<file path="src/rtl/tx_gate_pkg.sv">
// Shared types and helpers for the transmit safety gate.
// Assumes nothing beyond IEEE 1800-2017 constant functions.
package tx_gate_pkg;

    // One flag per protection that can force the bus recessive.
    typedef struct packed {
        logic timeout;
        logic thermal;
        logic supply;
    } tx_block_t;

    // Counter width needed to hold the values 0..limit.
    function automatic int cnt_width(input int limit);
        int w;
        w = 1;
        while ((1 << w) <= limit) w++;
        return w;
    endfunction

endpackage

</file>
<file path="src/rtl/tx_dom_timer.sv">
// Stuck-dominant timer. Counts the cycles in which a low input is seen in
// normal mode, saturates at TIMEOUT_CYC and flags a block once saturated.
// Assumes tx_in is synchronous to clk. The block releases as soon as the
// count clears, which happens on a high input or outside normal mode.
module tx_dom_timer
    import tx_gate_pkg::*;
#(
    parameter int TIMEOUT_CYC = 6000
) (
    input  logic clk,
    input  logic rst_n,
    input  logic tx_in,
    input  logic normal_en,
    output logic expired
);
    localparam int CW = cnt_width(TIMEOUT_CYC);
    localparam logic [CW-1:0] LIM = CW'(TIMEOUT_CYC);

    logic [CW-1:0] cnt;

    // Count low cycles, hold at the limit, clear on a high input or mode exit.
    always_ff @(posedge clk) begin
        if (!rst_n)                    cnt <= '0;
        else if (tx_in || !normal_en)  cnt <= '0;
        else if (cnt != LIM)           cnt <= cnt + CW'(1);
    end

    assign expired = (cnt == LIM);

    p_count_r4: assert property (@(posedge clk) disable iff (!rst_n)
        (normal_en && !tx_in && cnt != LIM) |=> (cnt == $past(cnt) + CW'(1)));
    p_sat_r4: assert property (@(posedge clk) disable iff (!rst_n)
        (normal_en && !tx_in && expired) |=> expired);
    p_clear_r5: assert property (@(posedge clk) disable iff (!rst_n)
        tx_in |=> (cnt == '0));
    p_exit_r6: assert property (@(posedge clk) disable iff (!rst_n)
        !normal_en |=> (cnt == '0));
endmodule

</file>
<file path="src/rtl/tx_thermal_latch.sv">
// Thermal interlock. Blocks transmit while the fault flag is set. After the
// fault clears it keeps blocking until a recessive input is sampled, which
// stops the driver from cycling thermally. Assumes synchronous inputs.
module tx_thermal_latch (
    input  logic clk,
    input  logic rst_n,
    input  logic thermal_fault,
    input  logic tx_in,
    output logic blocked
);
    logic held;

    // Set on a fault, release only on a high input once the fault has gone.
    always_ff @(posedge clk) begin
        if (!rst_n)                       held <= 1'b0;
        else if (thermal_fault)           held <= 1'b1;
        else if (tx_in)                   held <= 1'b0;
    end

    assign blocked = thermal_fault | held;

    p_set_r7: assert property (@(posedge clk) disable iff (!rst_n)
        thermal_fault |=> held);
    p_hold_r8: assert property (@(posedge clk) disable iff (!rst_n)
        (held && !tx_in) |=> held);
    p_rearm_r8: assert property (@(posedge clk) disable iff (!rst_n)
        (!thermal_fault && tx_in) |=> !held);
endmodule

</file>
<file path="src/rtl/tx_supply_hyst.sv">
// Supply-monitor hysteresis. The low flag disables transmit at once and
// latches the disable. Only the high flag, with the low flag clear, enables
// it again. Between the two levels the state holds. Assumes the comparator
// flags are already filtered and synchronous.
module tx_supply_hyst (
    input  logic clk,
    input  logic rst_n,
    input  logic mon_low,
    input  logic mon_high,
    output logic blocked
);
    logic held;

    // Low level sets the disable and wins over high; high level clears it.
    always_ff @(posedge clk) begin
        if (!rst_n)         held <= 1'b0;
        else if (mon_low)   held <= 1'b1;
        else if (mon_high)  held <= 1'b0;
    end

    assign blocked = mon_low | held;

    p_set_r9: assert property (@(posedge clk) disable iff (!rst_n)
        mon_low |=> held);
    p_band_r10: assert property (@(posedge clk) disable iff (!rst_n)
        (!mon_low && !mon_high) |=> (held == $past(held)));
endmodule

</file>
<file path="src/rtl/tx_safety_gate.sv">
// Transmit path safety gate, top level. Combines the stuck-dominant timer,
// the thermal interlock and the supply hysteresis. The bus is driven
// dominant only when the input is low, normal mode is on, reset is released
// and no protection is active. It holds no mode state and does not touch
// reception. Assumes every input is synchronous to clk.
module tx_safety_gate
    import tx_gate_pkg::*;
#(
    parameter int TIMEOUT_CYC = 6000
) (
    input  logic clk,
    input  logic rst_n,
    input  logic tx_in,
    input  logic thermal_fault,
    input  logic mon_low,
    input  logic mon_high,
    input  logic normal_en,
    output logic drive_dom
);
    tx_block_t blk;

    tx_dom_timer #(.TIMEOUT_CYC(TIMEOUT_CYC)) u_timer (
        .clk       (clk),
        .rst_n     (rst_n),
        .tx_in     (tx_in),
        .normal_en (normal_en),
        .expired   (blk.timeout)
    );

    tx_thermal_latch u_thermal (
        .clk           (clk),
        .rst_n         (rst_n),
        .thermal_fault (thermal_fault),
        .tx_in         (tx_in),
        .blocked       (blk.thermal)
    );

    tx_supply_hyst u_supply (
        .clk      (clk),
        .rst_n    (rst_n),
        .mon_low  (mon_low),
        .mon_high (mon_high),
        .blocked  (blk.supply)
    );

    // Final gate: dominant only when requested and nothing objects.
    always_comb begin
        drive_dom = rst_n & normal_en & ~tx_in & ~(|blk);
    end

    p_therm_gate_r7: assert property (@(posedge clk) disable iff (!rst_n)
        thermal_fault |-> !drive_dom);
    p_supply_gate_r9: assert property (@(posedge clk) disable iff (!rst_n)
        mon_low |-> !drive_dom);
    p_mode_gate_r2: assert property (@(posedge clk) disable iff (!rst_n)
        !normal_en |-> !drive_dom);
    p_recessive_r3: assert property (@(posedge clk) disable iff (!rst_n)
        tx_in |-> !drive_dom);
endmodule

</file>
<file path="config.mk">
export PLATFORM = sky130hd
export DESIGN_NAME = tx_safety_gate
export DESIGN_NICKNAME = d
export VERILOG_FILES = /design/src/rtl/tx_gate_pkg.sv /design/src/rtl/tx_dom_timer.sv /design/src/rtl/tx_thermal_latch.sv /design/src/rtl/tx_supply_hyst.sv /design/src/rtl/tx_safety_gate.sv
export SDC_FILE = /design/constraint.sdc
export NUM_CORES = 1
export LEC_CHECK = 0
export BUFFER_PORTS_ARGS = -buffer_cell sky130_fd_sc_hd__clkbuf_2
export CAP_MARGIN = 40
export CELL_PAD_IN_SITES_DETAIL_PLACEMENT = 1
export CELL_PAD_IN_SITES_GLOBAL_PLACEMENT = 1
export CORE_MARGIN = 4
export CORE_UTILIZATION = 23
export CTS_BUF_LIST = sky130_fd_sc_hd__clkbuf_8
export DETAILED_ROUTE_END_ITERATION = 12
export PLACE_DENSITY_LB_ADDON = 0.1
export SETUP_SLACK_MARGIN = 0.02
export SYNTH_ARGS = -nofsm -noshare
export SYNTH_HDL_FRONTEND = slang
export SYNTH_HIERARCHICAL = 1
export SYNTH_SLANG_ARGS = --single-unit
</file>
<file path="constraint.sdc">
create_clock -name clk -period 2.45 [get_ports clk]
set_clock_uncertainty 0.05 [all_clocks]
set_input_delay 0.3675 -clock clk [delete_from_list [all_inputs] [get_ports clk]]
set_output_delay 0.3675 -clock clk [all_outputs]
set_load 0.02 [all_outputs]
</file>
-- Word-level counts from Yosys, hierarchy flattened
Index checks and enable logic that the tools add are counted.
- register bits: 15
- bits of input ports: 7
- word-level logic and storage cells: 24
- $add $sub $neg: 1
- equal/unequal tests: 2
- muxes and demuxes: 4
- bitwise operators: 8
- reductions and logical operators: 6
- operators by type and width (cell ; count):
    adder 13 x 1 -> 13 bit, second input constant ; 1
    == test 13 bit, second input constant ; 1
    != test 13 bit, second input constant ; 1
    two-way mux 1 bit ; 4
    nonzero test 2 bit ; 2
    AND 1 bit ; 3
    NOT 1 bit ; 3
    OR reduction 3 bit ; 1
    OR 1 bit ; 2
    OR reduction 2 bit ; 1
    logical NOT 1 bit ; 1
    logical OR 1 bit ; 1

-- Logic depth before layout (Yosys ltp)
Gate-level depths: netlist (run 1).
- depth in word-level cells: 4
- depth in mapped cells: 6
- gate-level depth less buffers: 6

-- Modules after synthesis
Netlist (run 1), hierarchy kept.
- by module, submodules not included (module ; times used ; cells each ; area each (µm²) ; seq. area each (µm²)):
    tx_dom_timer ; 1 ; 72 ; 646.9 ; 260.2
    tx_supply_hyst ; 1 ; 4 ; 47.5 ; 20.0
    tx_thermal_latch ; 1 ; 4 ; 47.5 ; 20.0
    tx_safety_gate ; 1 ; 2 ; 12.5 ; 0.0

-- Worst setup path before layout (run 1)
No wires, ideal clock.
- path type: register -> output
- start: register u_timer.cnt[2]
- end: output port drive_dom
- arrival time: 1.542 ns
- required time: 2.033 ns
- slack: 0.491 ns
- cell stages (with the launch flop): 5
- buffers on the path: 0
- cells stage by stage: dfxtp_1 > or4b_4 > nor4_4 > nor4_1 > and3_1
- RTL lines (what ; RTL line ; text):
    from (decl) ; tx_dom_timer.sv:19 ; logic [CW-1:0] cnt;
    from (signal assigned) ; tx_dom_timer.sv:25 ; else if (cnt != LIM) cnt <= cnt + CW'(1);
    to (decl) ; tx_safety_gate.sv:18 ; output logic drive_dom

==> metrics.md, run 1 <==
| Metric | Value |
|---|---|
| Die X | `65.28 µm` |
| Max frequency | `430.5 MHz` |
| Worst reg2reg startpoint | `u_timer/cnt[2]` |
| Biggest area consumer among synthesized cells | `sky130_fd_sc_hd__dfxtp_1` |
| Post-route minimum period | `2.323 ns` |
| Area of the die | `4261 µm²` |
| Least-Margin Pin Slew | `0.3898 ns` |
| Finish-stage setup viols | `0` |
| RSZ-0062 raised after global routing | `no` |
| Setup slack of the worst register-to-register path | `0.73 ns` |
| Final critical-path share of the clock period | `94.81%` |
| Cells taking the most area after synthesis | `sky130_fd_sc_hd__dfxtp_1 40%, sky130_fd_sc_hd__o21a_1 5.0%, sky130_fd_sc_hd__a21oi_1 4.0%, sky130_fd_sc_hd__nor2b_4 3.6%, sky130_fd_sc_hd__ha_1 3.3%` |
| Final core occ | `29.03%` |
| Initial Util | `24.31%` |
| Critical R2R Capture | `u_timer/cnt[1]` |
| Run status | `completed` |
| Io pins | `8` |
| First-pass GRT wire length | `2815 µm` |
| Average via count per standard cell | `4.623` |
| Worst Hold Launch | `thermal_fault` |
| Setup crit start kind | `flop` |
| Mean instance size in the synthesized netlist | `9.201 µm²` |
| Fraction of registers with async set/reset | `0%` |
| Insertion delay to the later sink of the worst-skew pair | `0.24 ns` |
| Count of clock tree sinks | `15` |
| Routed Wire Length | `1613 µm` |
| Cell types with the highest counts after synthesis | `15 x sky130_fd_sc_hd__dfxtp_1, 6 x sky130_fd_sc_hd__a21oi_1, 6 x sky130_fd_sc_hd__nand2_1, 5 x sky130_fd_sc_hd__o21a_1` |
| Final Hold Violating Endpoints | `0` |
| Wire length per cell after detailed routing | `11.69 µm` |
| CTS H-tree depth | `1` |
| Dominant cell by count in the synthesized netlist | `sky130_fd_sc_hd__dfxtp_1` |
| Worst supply voltage drop on vdd | `219.6 µV` |
| Count of instances resized after the clock tree is built | `0` |
| DRC errors left | `0` |
| CP max FO | `8` |
| Startpoint-to-endpoint class of the critical path | `flop to output pin` |
| Fill cell instance count of the final layout | `393` |
| Power after layout | `0.4665 mW` |
| Tightest Hold Check Type | `primary input to flop` |
| Pwr per Cell Area | `517.8 nW/µm²` |
| Number of cells after detailed placement | `132` |
| Number of placement rows | `20` |
| Root Buffer Master | `sky130_fd_sc_hd__clkbuf_8` |
| Leakage Power | `0.2928 nW` |
| EDFF count, synth | `0` |
| Headroom to the max-slew limit | `73.94%` |
| Area share of the leading cell type in the synthesized netlist | `39.80%` |
| Vias in the first global route | `593` |
| Hpwl dp | `1271 µm` |
| Maximum number of pins on one net before global-route repair | `11` |
| Post-Syn Nets | `91` |
| Routed via count | `638` |
| Max clock buf depth | `2` |
| Count of inserted antenna diode cells | `0` |
| Vertical die dimension | `65.28 µm` |
| P&R area growth vs syn | `19.40%` |
| Number of buffers inserted during clock tree synthesis | `3` |
| Post-synth design cell area | `754.5 µm²` |
| Clk pin slew, worst setup/hold paths | `0.06 ns` |
| Hold Crit Depth | `2` |
| Type of destination of the critical path | `output pin` |
| Finished Layout Cells | `138` |
| Endpoint with the worst hold slack | `u_thermal/held` |
| Detail Route Antenna Nets | `0` |
| Data required time of the critical path | `2.03 ns` |
| IO buf count | `7` |
| Most used flip-flop cell after synthesis | `sky130_fd_sc_hd__dfxtp_1` |
| Clock tree from TritonCTS | `yes` |
| Total negative setup slack | `0 ns` |
| Number of iterations in the first detailed-routing pass | `4` |
| Arrival time reported for the critical path endpoint | `1.91 ns` |
| Nets | `104` |
| Fraction of final layout cells sized beyond drive strength 1 | `18.09%` |
| Netlist cell types | `29` |
| Overall routing resource usage | `8.954%` |
| Global placement routability congestion | `0.6743` |
| Iter 0 DRT Violations | `16` |
| FF+latch count, synth | `15` |
| Cells after synthesis | `82` |
| Slew Limit Fails | `0` |
| Proportion of synthesized chip area in sequential cells | `39.80%` |
| Initial antenna violation count | `0` |
| Total global routing overflow | `0` |
| Area inside the core boundary | `3103 µm²` |
| Cell count of the worst reg-to-reg path | `4` |
| Final hold slack | `0.2880 ns` |
| Number of max-capacitance violations reported | `0` |
| Yosys synthesis warning count | `6` |
-- per-layer routing --
metal,GRT usage [%],part of all wire [%],vias up
met5,0,0,-
met4,3.886,1.7,0
met3,4.103,3.2,4
met2,13.91,46,4
met1,10.54,49,303
li1,-,-,327
-- flip-flops by register name, indices dropped and copies added, names as in the netlist --
register / count
u_thermal/held: 1
u_timer/cnt: 13
u_supply/held: 1
-- timing repair --
action / CTS / global route
setup endpoints to repair: 0 / 1
hold buffers: 0 / 0
buffers inserted: 0 / 2
-- placed cells by master (no fill, tap or decap) --
cell type                  count
sky130_fd_sc_hd__and3_2        1
sky130_fd_sc_hd__and3_1        1
sky130_fd_sc_hd__a21oi_1       6
sky130_fd_sc_hd__nand3_1       4
sky130_fd_sc_hd__clkbuf_2      7
sky130_fd_sc_hd__nor2b_4       2
sky130_fd_sc_hd__dfxtp_1      15
sky130_fd_sc_hd__o31a_1        1
sky130_fd_sc_hd__and3b_1       1
sky130_fd_sc_hd__or2_1         2
sky130_fd_sc_hd__or4_1         3
sky130_fd_sc_hd__or4b_4        1
sky130_fd_sc_hd__xor2_1        1
sky130_fd_sc_hd__nand2_1       6
sky130_fd_sc_hd__nor3_1        1
sky130_fd_sc_hd__nand3b_1      3
sky130_fd_sc_hd__mux2i_1       2
sky130_fd_sc_hd__xnor2_1       1
sky130_fd_sc_hd__nor2_1        2
sky130_fd_sc_hd__nor4_4        1
sky130_fd_sc_hd__nor4_1        2
sky130_fd_sc_hd__nand2b_1      1
sky130_fd_sc_hd__nand4_1       3
sky130_fd_sc_hd__buf_4         2
sky130_fd_sc_hd__or3_1         3
sky130_fd_sc_hd__o31ai_1       3
sky130_fd_sc_hd__ha_1          2
sky130_fd_sc_hd__o21a_1        5
sky130_fd_sc_hd__o21ai_0       4
sky130_fd_sc_hd__inv_1         5
sky130_fd_sc_hd__clkbuf_8      3
-- logic make-up after synthesis --
family | after synthesis | synth area share (%)
adders and majority gates | 2 | 3.316
AOI/OAI and AO/OA | 19 | 15.76
xor gates and xnor gates | 2 | 2.322
and+or+nand+nor | 37 | 33.67
muxes | 2 | 2.654
buffers and inverters | 5 | 2.487
DFF | 15 | 39.80
-- how the worst max path moves through the flow --
stage / from / depth (start not counted) / slack (ns) / to
6_report: u_timer/cnt[2] / 5 / 0.13 / drive_dom
5_1_grt: u_timer/cnt[2] / 5 / 0.04 / drive_dom
4_1_cts: u_timer/cnt[2] / 5 / 0.04 / drive_dom
3_5_place_dp: u_timer/cnt[2] / 5 / 0.32 / drive_dom
3_3_place_gp: u_timer/cnt[2] / 5 / 0.34 / drive_dom
2_1_floorplan: u_timer/cnt[2] / 4 / 0.49 / drive_dom
-- report_power, final --
group          total, mW  internal [mW]  switching (mW)  leakage (nW)
Sequential         0.249          0.247         0.00219         0.122
Clock              0.195          0.111          0.0841        0.0269
Combinational     0.0223         0.0112          0.0112         0.144
-- critical path, stage by stage (launching register included) --
cell and delay [ns]:
sky130_fd_sc_hd__dfxtp_1 0.37, sky130_fd_sc_hd__or4b_4 0.54, sky130_fd_sc_hd__nor4_4 0.34, sky130_fd_sc_hd__nor4_1 0.08
sky130_fd_sc_hd__and3_1 0.18, sky130_fd_sc_hd__clkbuf_2 0.15
-- layout make-up --
class | count | area, µm² | share of cell area, %
Multi-Input combinational cell | 62 | 435.4 | 48.33
Sequential cell | 15 | 300.3 | 33.33
Tap cell | 44 | 55.05 | 6.111
Timing Repair Buffer | 9 | 50.05 | 5.556
Clock buffer | 3 | 41.29 | 4.583
Inverter | 4 | 15.01 | 1.667
Clock inverter | 1 | 3.754 | 0.4167
-- per-stage QoR --
stage / worst slack [ns] / cell area, µm²
6_report: 0.1272 / 900.9
5_1_grt: 0.03615 / 900.9
4_1_cts: 0.04285 / 885.9
3_5_place_dp: 0.3196 / 840.8
3_3_place_gp: 0.3375 / 840.8
2_1_floorplan: 0.4908 / 754.5
(Power assumes the default switching activity.)
==> run 2: changes to the inputs <==
--- a/config.mk
+++ b/config.mk
@@ -5,7 +5,7 @@
 export SDC_FILE = /design/constraint.sdc
 export NUM_CORES = 1
 export LEC_CHECK = 0
-export BUFFER_PORTS_ARGS = -buffer_cell sky130_fd_sc_hd__clkbuf_2
+export BUFFER_PORTS_ARGS = -buffer_cell sky130_fd_sc_hd__buf_2
 export CAP_MARGIN = 40
 export CELL_PAD_IN_SITES_DETAIL_PLACEMENT = 1
 export CELL_PAD_IN_SITES_GLOBAL_PLACEMENT = 1
==> metrics.md, run 2 (same netlist as run 1, synthesis figures left out) <==
| Metric | Value |
|---|---|
| Fraction of final layout cells sized beyond drive strength 1 | `17.20%` |
| Net switching power of the design | `0.09925 mW` |
| Setup bufs post-CTS | `1` |
| P&R area growth vs syn | `18.41%` |
| Final critical-path share of the clock period | `94.96%` |
| Count of inserted antenna diode cells | `0` |
| Iter 0 DRT Violations | `34` |
| Routed via count | `626` |
| Initial antenna violation count | `0` |
| Top flop regs | `u_timer/cnt (13), u_supply/held (1), u_thermal/held (1)` |
| Count of clock tree sinks | `15` |
| Clock tree from TritonCTS | `yes` |
| IO buf count | `7` |
| Wire length per cell after detailed routing | `12.16 µm` |
| Maximum number of pins on one net before global-route repair | `11` |
| Area of the die | `4261 µm²` |
| Sequential group share of total power | `53.2%` |
| Nets | `103` |
| Count of instances resized after the clock tree is built | `0` |
| Hold Crit Depth | `2` |
| Setup slack of the worst register-to-register path | `0.73 ns` |
| Tightest Hold Check Type | `primary input to flop` |
| First-pass GRT wire length | `2980 µm` |
| Arrival time reported for the critical path endpoint | `1.91 ns` |
| Total negative setup slack | `0 ns` |
| Average via count per standard cell | `4.569` |
| Final Hold Violating Endpoints | `0` |
| RSZ-0062 raised after global routing | `no` |
| DRC errors left | `0` |
| Worst reg2reg startpoint | `u_timer/cnt[2]` |
| Clock Power Share | `42.1%` |
| Post-route minimum period | `2.327 ns` |
| Number of iterations in the first detailed-routing pass | `2` |
| Overall routing resource usage | `9.306%` |
| Number of max-capacitance violations reported | `0` |
| Startpoint-to-endpoint class of the critical path | `flop to output pin` |
| Die X | `65.28 µm` |
| Detail Route Antenna Nets | `0` |
| Hpwl dp | `1299 µm` |
| Post-CTS Hold Buffers | `0` |
| Io pins | `8` |
| Insertion delay to the later sink of the worst-skew pair | `0.25 ns` |
| Type of destination of the critical path | `output pin` |
| Critical R2R Capture | `u_timer/cnt[0]` |
| Worst supply voltage drop on vdd | `285.8 µV` |
| Area inside the core boundary | `3103 µm²` |
| Most common cell after layout, fill and taps aside | `sky130_fd_sc_hd__dfxtp_1` |
| Leakage Power | `0.2869 nW` |
| Root Buffer Master | `sky130_fd_sc_hd__clkbuf_8` |
| Highest-count cells in the layout ignoring fill and taps | `15 x sky130_fd_sc_hd__dfxtp_1, 7 x sky130_fd_sc_hd__buf_2, 6 x sky130_fd_sc_hd__nand2_1, 6 x sky130_fd_sc_hd__a21oi_1` |
| Pwr per Cell Area | `524.3 nW/µm²` |
| Number of flip-flops under the largest register name | `13` |
| Data required time of the critical path | `2.03 ns` |
| Headroom to the max-slew limit | `73.35%` |
| Finish-stage setup viols | `0` |
| Worst Hold Launch | `thermal_fault` |
| Register with the highest flop count | `u_timer/cnt` |
| Setup crit start kind | `flop` |
| CP max FO | `8` |
| CTS H-tree depth | `1` |
| Routed Wire Length | `1666 µm` |
| Total global routing overflow | `0` |
| Number of placement rows | `20` |
| Clk pin slew, worst setup/hold paths | `0.06 ns` |
| Fraction of power spent switching nets | `21.19%` |
| Vias in the first global route | `657` |
| Vertical die dimension | `65.28 µm` |
| Cell count of the worst reg-to-reg path | `4` |
| Slew Limit Fails | `0` |
| Max frequency | `429.8 MHz` |
| Combinational Power Share | `4.7%` |
| Final std cell area, no fill | `893.4 µm²` |
| Global placement routability congestion | `0.6485` |
| Endpoint with the worst hold slack | `u_thermal/held` |
| Initial Util | `24.31%` |
| Max clock buf depth | `2` |
| Run status | `completed` |
| Least-Margin Pin Slew | `0.3986 ns` |
| P_int | `0.3691 mW` |
| Number of buffers inserted during clock tree synthesis | `3` |
| DP Area | `840.8 µm²` |
run 2: power groups by stage:
stage          logic (mW)  clock network, mW  registers (mW)
2_1_floorplan      0.0127                  0           0.254
3_3_place_gp       0.0228                  0           0.254
3_5_place_dp       0.0227                  0           0.254
4_1_cts            0.0229              0.208           0.249
5_1_grt            0.0256              0.215           0.249
6_report           0.0222              0.197           0.249
run 2: worst max path at each step:
stage,startpoint,endpoint,slack (ns),cells past startpoint
after floorplan,u_timer/cnt[2],drive_dom,0.49,4
after global placement,u_timer/cnt[2],drive_dom,0.34,5
after detailed placement,u_timer/cnt[2],drive_dom,0.30,5
after CTS,u_timer/cnt[2],drive_dom,0.12,5
after global routing,u_timer/cnt[2],drive_dom,0.02,5
final,u_timer/cnt[2],drive_dom,0.12,5
run 2: metal layers:
| metal | routed length [µm] | global-route usage, % | vias up |
|---|---|---|---|
| met4 | 27 | 4.663 | 0 |
| met3 | 48 | 3.590 | 2 |
| met5 | 0 | 0 | - |
| met1 | 807 | 10.52 | 298 |
| li1 | - | - | 323 |
| met2 | 783 | 15.17 | 3 |
run 2: critical path, stage by stage, from the launching register on:
cell	delay, ns
sky130_fd_sc_hd__dfxtp_1	0.36
sky130_fd_sc_hd__or4b_4	0.55
sky130_fd_sc_hd__nor4_4	0.32
sky130_fd_sc_hd__nor4_1	0.09
sky130_fd_sc_hd__and3_1	0.19
sky130_fd_sc_hd__buf_2	0.15
run 2: cell type report:
| cell class | count | area, µm² |
|---|---|---|
| well taps | 44 | 55.05 |
| repair buffers | 8 | 42.54 |
| inverters | 4 | 15.01 |
| fillers | 388 | 2210 |
| clock buffers | 3 | 41.29 |
| multi-input cells | 62 | 435.4 |
| flip-flops and latches | 15 | 300.3 |
| clock inverters | 1 | 3.754 |
run 2: stage by stage:
| step | util [%] | setup WS, ns | total power [mW] | hold slack [ns] | instances |
|---|---|---|---|---|---|
| after floorplan | - | 0.4908 | 0.2665 | 0.4021 | 82 |
| after global placement | 27.10 | 0.3366 | 0.2770 | 0.4166 | 132 |
| final | 28.79 | 0.1234 | 0.4684 | 0.2853 | 137 |
| after CTS | 28.79 | 0.1150 | 0.4795 | 0.2797 | 137 |
| after detailed placement | 27.10 | 0.2992 | 0.2771 | 0.4358 | 132 |
| after global routing | 28.79 | 0.02037 | 0.4896 | 0.2942 | 137 |
==> run 3: changes to the inputs <==
--- a/config.mk
+++ b/config.mk
@@ -7,8 +7,8 @@
 export LEC_CHECK = 0
 export BUFFER_PORTS_ARGS = -buffer_cell sky130_fd_sc_hd__buf_2
 export CAP_MARGIN = 40
-export CELL_PAD_IN_SITES_DETAIL_PLACEMENT = 1
-export CELL_PAD_IN_SITES_GLOBAL_PLACEMENT = 1
+export CELL_PAD_IN_SITES_DETAIL_PLACEMENT = 0
+export CELL_PAD_IN_SITES_GLOBAL_PLACEMENT = 2
 export CORE_MARGIN = 4
 export CORE_UTILIZATION = 23
 export CTS_BUF_LIST = sky130_fd_sc_hd__clkbuf_8
==> constraint.sdc (replaced) <==
create_clock -name clk -period 2.6 [get_ports clk]
set_clock_uncertainty 0.05 [all_clocks]
set_input_delay 0.39 -clock clk [delete_from_list [all_inputs] [get_ports clk]]
set_output_delay 0.39 -clock clk [all_outputs]
set_load 0.02 [all_outputs]
==> metrics.md, run 3 (same netlist as run 1, synthesis figures left out) <==
| Metric | Value |
|---|---|
| Run status | `completed` |
| Io pins | `8` |
| Cell with the largest stage delay on the worst path | `sky130_fd_sc_hd__or4b_4` |
| Total negative setup slack | `0 ns` |
| Net switching power of the design | `0.09164 mW` |
| Wire length per cell after detailed routing | `10.90 µm` |
| Number of cells after detailed placement | `132` |
| Tightest Hold Check Type | `primary input to flop` |
| Clock Power Share | `41.9%` |
| Clock tree from TritonCTS | `yes` |
| Count of clock tree sinks | `15` |
| Cell family with most CP delay | `simple AND/OR/NAND/NOR gates` |
| Clk pin slew, worst setup/hold paths | `0.06 ns` |
| Area inside the core boundary | `3103 µm²` |
| Bufs and invs on worst path | `1` |
| Post-CTS Hold Buffers | `0` |
| Sequential group share of total power | `53.4%` |
| Post-route minimum period | `2.394 ns` |
| Detail Route Antenna Nets | `0` |
| Setup crit start kind | `flop` |
| Leakage Power | `0.2815 nW` |
| Count of inserted antenna diode cells | `0` |
| Root Buffer Master | `sky130_fd_sc_hd__clkbuf_8` |
| Final hold slack | `0.3129 ns` |
| Pwr per Cell Area | `495.7 nW/µm²` |
| Combinational Power Share | `4.7%` |
| Initial antenna violation count | `0` |
| Initial Util | `24.31%` |
| Routed via count | `621` |
| Critical path depth in cells | `5` |
| Number of placement rows | `20` |
| Nets | `102` |
| Headroom to the max-slew limit | `73.15%` |
| Cell count of the worst reg-to-reg path | `4` |
| Number of max-capacitance violations reported | `0` |
| Arrival time reported for the critical path endpoint | `1.95 ns` |
| Least-Margin Pin Slew | `0.4016 ns` |
| Maximum number of pins on one net before global-route repair | `11` |
| Die X | `65.28 µm` |
| IO buf count | `7` |
| DP Area | `840.8 µm²` |
| Average via count per standard cell | `4.566` |
| CP peak stage delay | `0.54 ns` |
| Most common cell after layout, fill and taps aside | `sky130_fd_sc_hd__dfxtp_1` |
| Finished Layout Cells | `136` |
| Slew Limit Fails | `0` |
| Number of flip-flops under the largest register name | `13` |
| DRC errors left | `0` |
| CTS H-tree depth | `1` |
| Hpwl dp | `1151 µm` |
| Data required time of the critical path | `2.16 ns` |
| Vias in the first global route | `618` |
| Routed Wire Length | `1483 µm` |
| P_int | `0.3475 mW` |
| Total global routing overflow | `0` |
| Insertion delay to the later sink of the worst-skew pair | `0.24 ns` |
| Setup bufs post-CTS | `0` |
| Final std cell area, no fill | `885.9 µm²` |
| Fill cell instance count of the final layout | `348` |
| Top flop regs | `u_timer/cnt (13), u_supply/held (1), u_thermal/held (1)` |
| Max frequency | `417.7 MHz` |
| RSZ-0062 raised after global routing | `no` |
| Fraction of final layout cells sized beyond drive strength 1 | `16.30%` |
| Count of instances resized after the clock tree is built | `0` |
| Number of iterations in the first detailed-routing pass | `4` |
| Hold Crit Depth | `2` |
| Highest-count cells in the layout ignoring fill and taps | `15 x sky130_fd_sc_hd__dfxtp_1, 7 x sky130_fd_sc_hd__buf_2, 6 x sky130_fd_sc_hd__nand2_1, 6 x sky130_fd_sc_hd__a21oi_1` |
| CP max FO | `8` |
| P&R area growth vs syn | `17.41%` |
| Type of destination of the critical path | `output pin` |
| Area of the die | `4261 µm²` |
| Power after layout | `0.4391 mW` |
| Startpoint-to-endpoint class of the critical path | `flop to output pin` |
| Fraction of power spent switching nets | `20.87%` |
| Finish-stage setup viols | `0` |
| Register with the highest flop count | `u_timer/cnt` |
| Iter 0 DRT Violations | `25` |
| Number of buffers inserted during clock tree synthesis | `3` |
| Final critical-path share of the clock period | `92.09%` |
| Worst supply voltage drop on vdd | `136.7 µV` |
| Final Hold Violating Endpoints | `0` |
| Ordered cell list for the critical path | `or4b_4 > nor4_4 > nor4_1 > and3_1 > buf_2` |
| Worst setup slack before clock tree synthesis | `0.4555 ns` |
| First-pass GRT wire length | `2835 µm` |
| Final core occ | `28.55%` |
| Max clock buf depth | `2` |
| Vertical die dimension | `65.28 µm` |
| Crit path setup slack, layout | `0.2058 ns` |
| Overall routing resource usage | `8.736%` |
| Global placement routability congestion | `0.6816` |
-- run 3: worst reg2reg max path: stages (launching register included) --
cell	delay (ns)
sky130_fd_sc_hd__dfxtp_1	0.39
sky130_fd_sc_hd__ha_1	0.25
sky130_fd_sc_hd__nand3_1	0.22
sky130_fd_sc_hd__or4_1	0.52
sky130_fd_sc_hd__a21oi_1	0.15
-- run 3: final cells by class --
class / count / area (µm²) / area share (%)
clock buffer: 3 / 41.29 / 4.661
sequential: 15 / 300.3 / 33.90
tap: 44 / 55.05 / 6.215
inverter: 4 / 15.01 / 1.695
timing repair buffer: 7 / 35.03 / 3.955
clock inverter: 1 / 3.754 / 0.4237
multi-input combinational: 62 / 435.4 / 49.15
-- run 3: final timing paths --
path              startpoint         endpoint  slack, ns
max           u_timer/cnt[2]        drive_dom       0.21
min            thermal_fault   u_thermal/held       0.31
max reg2reg   u_timer/cnt[1]  u_timer/cnt[10]       0.95
min reg2reg  u_timer/cnt[10]  u_timer/cnt[10]       0.43
-- run 3: per-layer routing --
metal  up-vias  track usage, %  wire (µm)
li1        322               -          -
met1       291           11.05        727
met2         6           13.27        691
met3         2           2.564         45
met4         0           4.663         18
met5         -               0          0
-- run 3: power groups by stage --
stage                     combinational (mW)  clock, mW  sequential (mW)
after floorplan                       0.0120          0            0.239
after global placement                0.0215          0            0.240
after global routing                  0.0237      0.204            0.235
after CTS                             0.0211      0.195            0.234
after detailed placement              0.0211          0            0.240
final                                 0.0208      0.184            0.234
